--- src/rtl/dtt_pkg.sv ---
package dtt_pkg;
  localparam int NUM_CH = 2;

  typedef enum logic [3:0] {
    RS_NONE,
    RS_DIV,
    RS_CLR,
    RS_FLAG,
    RS_MASK,
    RS_CMP,
    RS_CNT1,
    RS_CNT2,
    RS_ENSET,
    RS_ENCLR
  } reg_sel_e;

  localparam logic [7:0] OFS_DIV   = 8'h00;
  localparam logic [7:0] OFS_CLR   = 8'h08;
  localparam logic [7:0] OFS_FLAG  = 8'h0C;
  localparam logic [7:0] OFS_MASK  = 8'h10;
  localparam logic [7:0] OFS_CMP   = 8'h14;
  localparam logic [7:0] OFS_CNT1  = 8'h18;
  localparam logic [7:0] OFS_CNT2  = 8'h20;
  localparam logic [7:0] OFS_ENSET = 8'h34;
  localparam logic [7:0] OFS_ENCLR = 8'h38;
endpackage

--- src/rtl/dtt_rst_sync.sv ---
module dtt_rst_sync (
  input  logic clk,
  input  logic rst_n,
  output logic rst_sync_n
);
  logic [1:0] stage_q;

  always_ff @(posedge clk or negedge rst_n) begin
    if (!rst_n) stage_q <= 2'b00;
    else        stage_q <= {stage_q[0], 1'b1};
  end

  assign rst_sync_n = stage_q[1];
endmodule

--- src/rtl/dtt_prescaler.sv ---
// Divides by 4^sel (sel clamped to MAX_SEL); counter held at zero while stopped.
module dtt_prescaler #(
  parameter int SEL_W   = 2,
  parameter int MAX_SEL = 2
) (
  input  logic             clk,
  input  logic             rst_n,
  input  logic             run,
  input  logic [SEL_W-1:0] sel,
  output logic             tick
);
  localparam int DIV_MAX = 1 << (2 * MAX_SEL);
  localparam int CW      = $clog2(DIV_MAX + 1);

  logic [CW-1:0] cnt_q, cnt_d, lim;
  int            eff_sel;

  always_comb begin
    eff_sel = (int'(sel) > MAX_SEL) ? MAX_SEL : int'(sel);
    lim     = CW'((1 << (2 * eff_sel)) - 1);
    tick    = run && (cnt_q >= lim);
    if (!run || tick) cnt_d = '0;
    else              cnt_d = cnt_q + CW'(1);
  end

  always_ff @(posedge clk or negedge rst_n) begin
    if (!rst_n) cnt_q <= '0;
    else        cnt_q <= cnt_d;
  end
endmodule

--- src/rtl/dtt_event_chan.sv ---
// Channel 1 count with compare and sticky flag.
module dtt_event_chan #(
  parameter int CNT_W = 32
) (
  input  logic             clk,
  input  logic             rst_n,
  input  logic             tick,
  input  logic             clr,
  input  logic [CNT_W-1:0] cmp,
  input  logic             flag_clr,
  output logic [CNT_W-1:0] cnt,
  output logic             flag
);
  logic [CNT_W-1:0] cnt_q, cnt_d, cnt_inc;
  logic             flag_q, flag_d, match;

  always_comb begin
    cnt_inc = cnt_q + CNT_W'(1);
    match   = tick && !clr && (cnt_inc == cmp);
    if (clr)       cnt_d = '0;
    else if (tick) cnt_d = cnt_inc;
    else           cnt_d = cnt_q;
    if (match)         flag_d = 1'b1;
    else if (flag_clr) flag_d = 1'b0;
    else               flag_d = flag_q;
  end

  always_ff @(posedge clk or negedge rst_n) begin
    if (!rst_n) begin
      cnt_q  <= '0;
      flag_q <= 1'b0;
    end else begin
      cnt_q  <= cnt_d;
      flag_q <= flag_d;
    end
  end

  assign cnt  = cnt_q;
  assign flag = flag_q;
endmodule

--- src/rtl/dtt_free_chan.sv ---
// Channel 2 wrapping time base.
module dtt_free_chan #(
  parameter int CNT_W = 32
) (
  input  logic             clk,
  input  logic             rst_n,
  input  logic             tick,
  input  logic             clr,
  output logic [CNT_W-1:0] cnt
);
  logic [CNT_W-1:0] cnt_q, cnt_d;

  always_comb begin
    if (clr)       cnt_d = '0;
    else if (tick) cnt_d = cnt_q + CNT_W'(1);
    else           cnt_d = cnt_q;
  end

  always_ff @(posedge clk or negedge rst_n) begin
    if (!rst_n) cnt_q <= '0;
    else        cnt_q <= cnt_d;
  end

  assign cnt = cnt_q;
endmodule

--- src/rtl/dual_tick_timer.sv ---
module dual_tick_timer
  import dtt_pkg::*;
#(
  parameter int ADDR_W  = 8,
  parameter int DATA_W  = 32,
  parameter int SEL_W   = 2,
  parameter int MAX_SEL = 2
) (
  input  logic              clk,
  input  logic              rst_n,
  input  logic [ADDR_W-1:0] bus_addr,
  input  logic              bus_we,
  input  logic [DATA_W-1:0] bus_wdata,
  output logic [DATA_W-1:0] bus_rdata,
  output logic              irq
);
  localparam int DIV_W = NUM_CH * SEL_W;

  logic              rst_core_n;
  reg_sel_e          rsel;
  logic [DIV_W-1:0]  div_q, div_d;
  logic [DATA_W-1:0] cmp_q, cmp_d;
  logic              mask_q, mask_d;
  logic [NUM_CH-1:0] en_q, en_d, en_set, en_clr, cnt_clr, tick;
  logic              flag_wr0, flag;
  logic [DATA_W-1:0] cnt1, cnt2;

  dtt_rst_sync u_rst (.clk(clk), .rst_n(rst_n), .rst_sync_n(rst_core_n));

  always_comb begin
    if      (bus_addr == ADDR_W'(OFS_DIV))   rsel = RS_DIV;
    else if (bus_addr == ADDR_W'(OFS_CLR))   rsel = RS_CLR;
    else if (bus_addr == ADDR_W'(OFS_FLAG))  rsel = RS_FLAG;
    else if (bus_addr == ADDR_W'(OFS_MASK))  rsel = RS_MASK;
    else if (bus_addr == ADDR_W'(OFS_CMP))   rsel = RS_CMP;
    else if (bus_addr == ADDR_W'(OFS_CNT1))  rsel = RS_CNT1;
    else if (bus_addr == ADDR_W'(OFS_CNT2))  rsel = RS_CNT2;
    else if (bus_addr == ADDR_W'(OFS_ENSET)) rsel = RS_ENSET;
    else if (bus_addr == ADDR_W'(OFS_ENCLR)) rsel = RS_ENCLR;
    else                                     rsel = RS_NONE;
  end

  // write strobes
  always_comb begin
    en_set   = (bus_we && rsel == RS_ENSET) ? bus_wdata[NUM_CH-1:0] : '0;
    en_clr   = (bus_we && rsel == RS_ENCLR) ? bus_wdata[NUM_CH-1:0] : '0;
    cnt_clr  = (bus_we && rsel == RS_CLR)   ? bus_wdata[NUM_CH-1:0] : '0;
    flag_wr0 = bus_we && (rsel == RS_FLAG) && !bus_wdata[0];
  end

  // next state of the control registers
  always_comb begin
    div_d  = (bus_we && rsel == RS_DIV)  ? bus_wdata[DIV_W-1:0] : div_q;
    cmp_d  = (bus_we && rsel == RS_CMP)  ? bus_wdata            : cmp_q;
    mask_d = (bus_we && rsel == RS_MASK) ? bus_wdata[0]         : mask_q;
    en_d   = (en_q | en_set) & ~en_clr;
  end

  always_ff @(posedge clk or negedge rst_core_n) begin
    if (!rst_core_n) begin
      div_q  <= '0;
      cmp_q  <= '0;
      mask_q <= 1'b1;
      en_q   <= '0;
    end else begin
      div_q  <= div_d;
      cmp_q  <= cmp_d;
      mask_q <= mask_d;
      en_q   <= en_d;
    end
  end

  for (genvar g = 0; g < NUM_CH; g++) begin : gen_psc
    dtt_prescaler #(.SEL_W(SEL_W), .MAX_SEL(MAX_SEL)) u_psc (
      .clk  (clk),
      .rst_n(rst_core_n),
      .run  (en_q[g]),
      .sel  (div_q[g*SEL_W +: SEL_W]),
      .tick (tick[g])
    );
  end

  dtt_event_chan #(.CNT_W(DATA_W)) u_evt (
    .clk     (clk),
    .rst_n   (rst_core_n),
    .tick    (tick[0]),
    .clr     (cnt_clr[0]),
    .cmp     (cmp_q),
    .flag_clr(flag_wr0),
    .cnt     (cnt1),
    .flag    (flag)
  );

  dtt_free_chan #(.CNT_W(DATA_W)) u_base (
    .clk  (clk),
    .rst_n(rst_core_n),
    .tick (tick[1]),
    .clr  (cnt_clr[1]),
    .cnt  (cnt2)
  );

  always_comb begin
    case (rsel)
      RS_DIV:   bus_rdata = DATA_W'(div_q);
      RS_FLAG:  bus_rdata = DATA_W'(flag);
      RS_MASK:  bus_rdata = DATA_W'(mask_q);
      RS_CMP:   bus_rdata = cmp_q;
      RS_CNT1:  bus_rdata = cnt1;
      RS_CNT2:  bus_rdata = cnt2;
      RS_ENSET: bus_rdata = DATA_W'(en_q);
      default:  bus_rdata = '0;
    endcase
  end

  assign irq = flag && !mask_q;
endmodule

--- config.mk ---
export PLATFORM = sky130hd
export DESIGN_NAME = dual_tick_timer
export DESIGN_NICKNAME = d
export VERILOG_FILES = /design/src/rtl/dtt_pkg.sv /design/src/rtl/dtt_rst_sync.sv /design/src/rtl/dtt_prescaler.sv /design/src/rtl/dtt_event_chan.sv /design/src/rtl/dtt_free_chan.sv /design/src/rtl/dual_tick_timer.sv
export SDC_FILE = /design/constraint.sdc
export NUM_CORES = 1
export LEC_CHECK = 0
export BUFFER_PORTS_ARGS = -buffer_cell sky130_fd_sc_hd__buf_4
export CORE_AREA = 8 8 128 130
export DETAILED_ROUTE_END_ITERATION = 8
export DIE_AREA = 0 0 136 138
export PLACE_DENSITY = 0.76
export SLEW_MARGIN = 5
export SYNTH_ARGS = -nofsm -noshare
export SYNTH_HDL_FRONTEND = slang
export SYNTH_HIERARCHICAL = 1
export SYNTH_SLANG_ARGS = --single-unit
--- constraint.sdc ---
create_clock -name clk -period 3.45 [get_ports clk]
set_input_delay 0.5175 -clock clk [delete_from_list [all_inputs] [get_ports clk]]
set_output_delay 0.5175 -clock clk [all_outputs]
set_load 0.02 [all_outputs]
==> metrics.txt <==
Routed WL per cell=18.6 um; reg-to-reg startpoint=div_q[3]; post-CTS setup buffers=0; Placed Cells=1044; total gr overflow=0; slew of the pin with the lowest slew margin=0.840 ns; post-synthesis sequential area ratio=0.380; Mapped Cells=835; Layout area overhead=16.7%; GP Congestion=0.892; post-synth top area share=0.377; Ys Warns=6; Iter 0 DRT Violations=678; Post-Layout Cell Count=1077; Starting Density=0.534; proportion of layout cells with a drive suffix above 1=0.170; Die X=136 um; crit-path max FO=19; clock group share of total power=0.445; Port Buffers=75; first-pass detailed-route iteration total=6; Clk pin slew, worst setup/hold paths=0.05 ns; Crit. path cell count=10; CTS tree=yes; CTS Root Cell=clkbuf_16; worst path cell trace=or2_2, inv_1, ha_1, a21oi_1, o22ai_2, o21a_1, o211ai_1, or3_1, or4_1, a21oi_1; Pins Over Slew Limit=0; Ports=76; core area=0.0143 mm2; period utilization=0.923; CTS buffer count=17; post_cts resized=0; crit path time final=3.18 ns; Reg2Reg Depth=10; status=complete, no violations; syn_nets=892; GRT Overall Usage=0.212; initial antenna violation count=0; crit path to=u_base/cnt[26]; CP startpoint kind=flop; number of placement rows=44; TritonCTS Sinks=116; worst skew pair latency=0.42 ns; Worst EP arrival=3.53 ns; wire length on met3=1.48 mm; H-tree lvl count=4; chip height=138 um; Metal-1 WL=8.90 mm; top cells by area, synth=dfrtp_1, nand3_1, xor2_1; TNS Setup=0 ns; commonest cells in the netlist=nand3_1, dfrtp_1, nor2_1; HPWL after DPL=14.2 mm; crit-path max cell delay=0.57 ns; DR vias/cell=6.16; switching share of total power=0.282; first-pass GRT wire length=32.0 mm; sequential group share of total power=0.384; routed wire length=20.0 mm; Antenna Violating Nets Remaining=0; met2 wire length=9.22 mm; Post-Syn Area=0.00764 mm2; vias in the first global route=5983; Nets=937; Peak VDD IR=0.000454 V; Internal Power=3200 uW; Critical Path RT=3.79 ns; reg2reg end=u_base/cnt[26]; via count=6636; leading area contributor after synthesis=dfrtp_1; Yosys cell types=71; final hold vios=0; Leak=0.00405 uW; Top Layer Used=met4; Post-route DRC=0; count leader, synth=nand3_1; Comb power frac=0.171; Max Clock Freq=314 MHz; Post-synth ARST share=1.00; worst clock skew=0.00741 ns; number of flops mapped to enable cells by yosys=0; NetSw=1260 uW; Crit-path slowest cell=or3_1; maxcap violations=0; antenna diode count=0; mean area per synthesized cell=9.15 um2; kind of critical path=reg2reg; critical path's top delay family=simple AND/OR/NAND/NOR gates; pin count of the biggest net entering global routing=91; final setup fails=0; number of hold buffers added after CTS=1; most frequent CP cell=a21oi_1; FF-to-FF setup slack=0.27 ns; Die ar.=0.0188 mm2; Filler Cell Count=1220; synthesis-stage register bit count=116; crit path from=div_q[3]; Buf+Inv Stages, Crit Path=1; pre-CTS WS=0.308 ns; Setup WS post-layout=0.265 ns; Hold Crit Class=in2reg; slew margin rel.=0.440; Worst Setup End Kind=flop; RSZ-0062 raised after global routing=false; most common flop cell mapped by yosys=dfrtp_1; clock buffer depth=2; Power Density=500 mW/mm2
area by class of cell:
class / count / area, um2 / area share
inverter: 20 / 75.1 / 0.00842
sequential: 116 / 2910 / 0.326
timing repair buffer: 90 / 678 / 0.0761
tap: 184 / 230 / 0.0258
multi-input combinational: 635 / 4360 / 0.490
clock inverter: 11 / 205 / 0.0230
clock buffer: 21 / 450 / 0.0505
stage by stage:
stage                     area [um2]   util  hold slack [ns]  total power [uW]
after global placement          8250  0.576            0.301              2450
after detailed placement        8250  0.576            0.302              2480
after global routing            8910  0.623            0.300              4650
after CTS                       8910  0.623            0.294              4470
final                           8910  0.623            0.308              4450
after floorplan                 7640      -            0.222              2270
logic make-up after synthesis:
family	synth area share
compound gates	0.0942
xor+xnor	0.0952
fa+ha+maj	0.0229
buf+inv	0.0524
flops	0.380
mux	0.0627
other cells	0.00147
simple gates	0.291
power by group through the flow:
stage | sequential [uW] | combinational [uW] | clock, uW
6_report | 1710 | 761 | 1980
5_1_grt | 1740 | 840 | 2070
4_1_cts | 1710 | 758 | 2010
3_5_place_dp | 1730 | 747 | 0
3_3_place_gp | 1730 | 727 | 0
2_1_floorplan | 1640 | 630 | 0
metal layers:
layer / GRT usage / vias to the layer above
met2: 0.312 / 277
met5: 0 / -
met4: 0.0682 / 0
met1: 0.297 / 3193
met3: 0.0525 / 32
li1: - / 3134
layout by cell type (no fill, tap or decap), types with 9 or more instances in the layout:
cell type	n
ha_1	14
nand2_1	39
buf_4	89
dfrtp_1	114
clkbuf_16	17
and3_1	16
o21ai_0	13
inv_1	19
or4_1	15
nand3_1	130
a21oi_1	33
and4_1	15
o31ai_1	12
xor2_1	46
mux2_1	30
nand4_1	26
xnor2_1	37
mux2_2	9
nor3_1	21
nor2b_1	10
nor2_1	52
nor4_1	13
or3_1	13
worst min path at each step:
stage / from / cells past startpoint / to / slack (ns)
4_1_cts: bus_wdata[31] / 2 / cmp_q[31] / 0.29
3_3_place_gp: rst_n / 1 / u_rst/stage_q[0] / 0.30
3_5_place_dp: rst_n / 1 / u_rst/stage_q[0] / 0.30
2_1_floorplan: rst_n / 0 / u_rst/stage_q[0] / 0.22
6_report: bus_wdata[13] / 2 / cmp_q[13] / 0.31
5_1_grt: bus_wdata[20] / 2 / cmp_q[20] / 0.30
flip-flops by register name, indices dropped and copies added (netlist names):
name,count
u_evt/cnt,32
u_base/cnt,32
en_q,2
u_evt/flag,1
u_rst/stage_q,2
div_q,4
cmp_q,32
mask_q,1
gen_psc.u_psc/cnt_q,10
No activity file was read; power rests on OpenSTA's default activity.
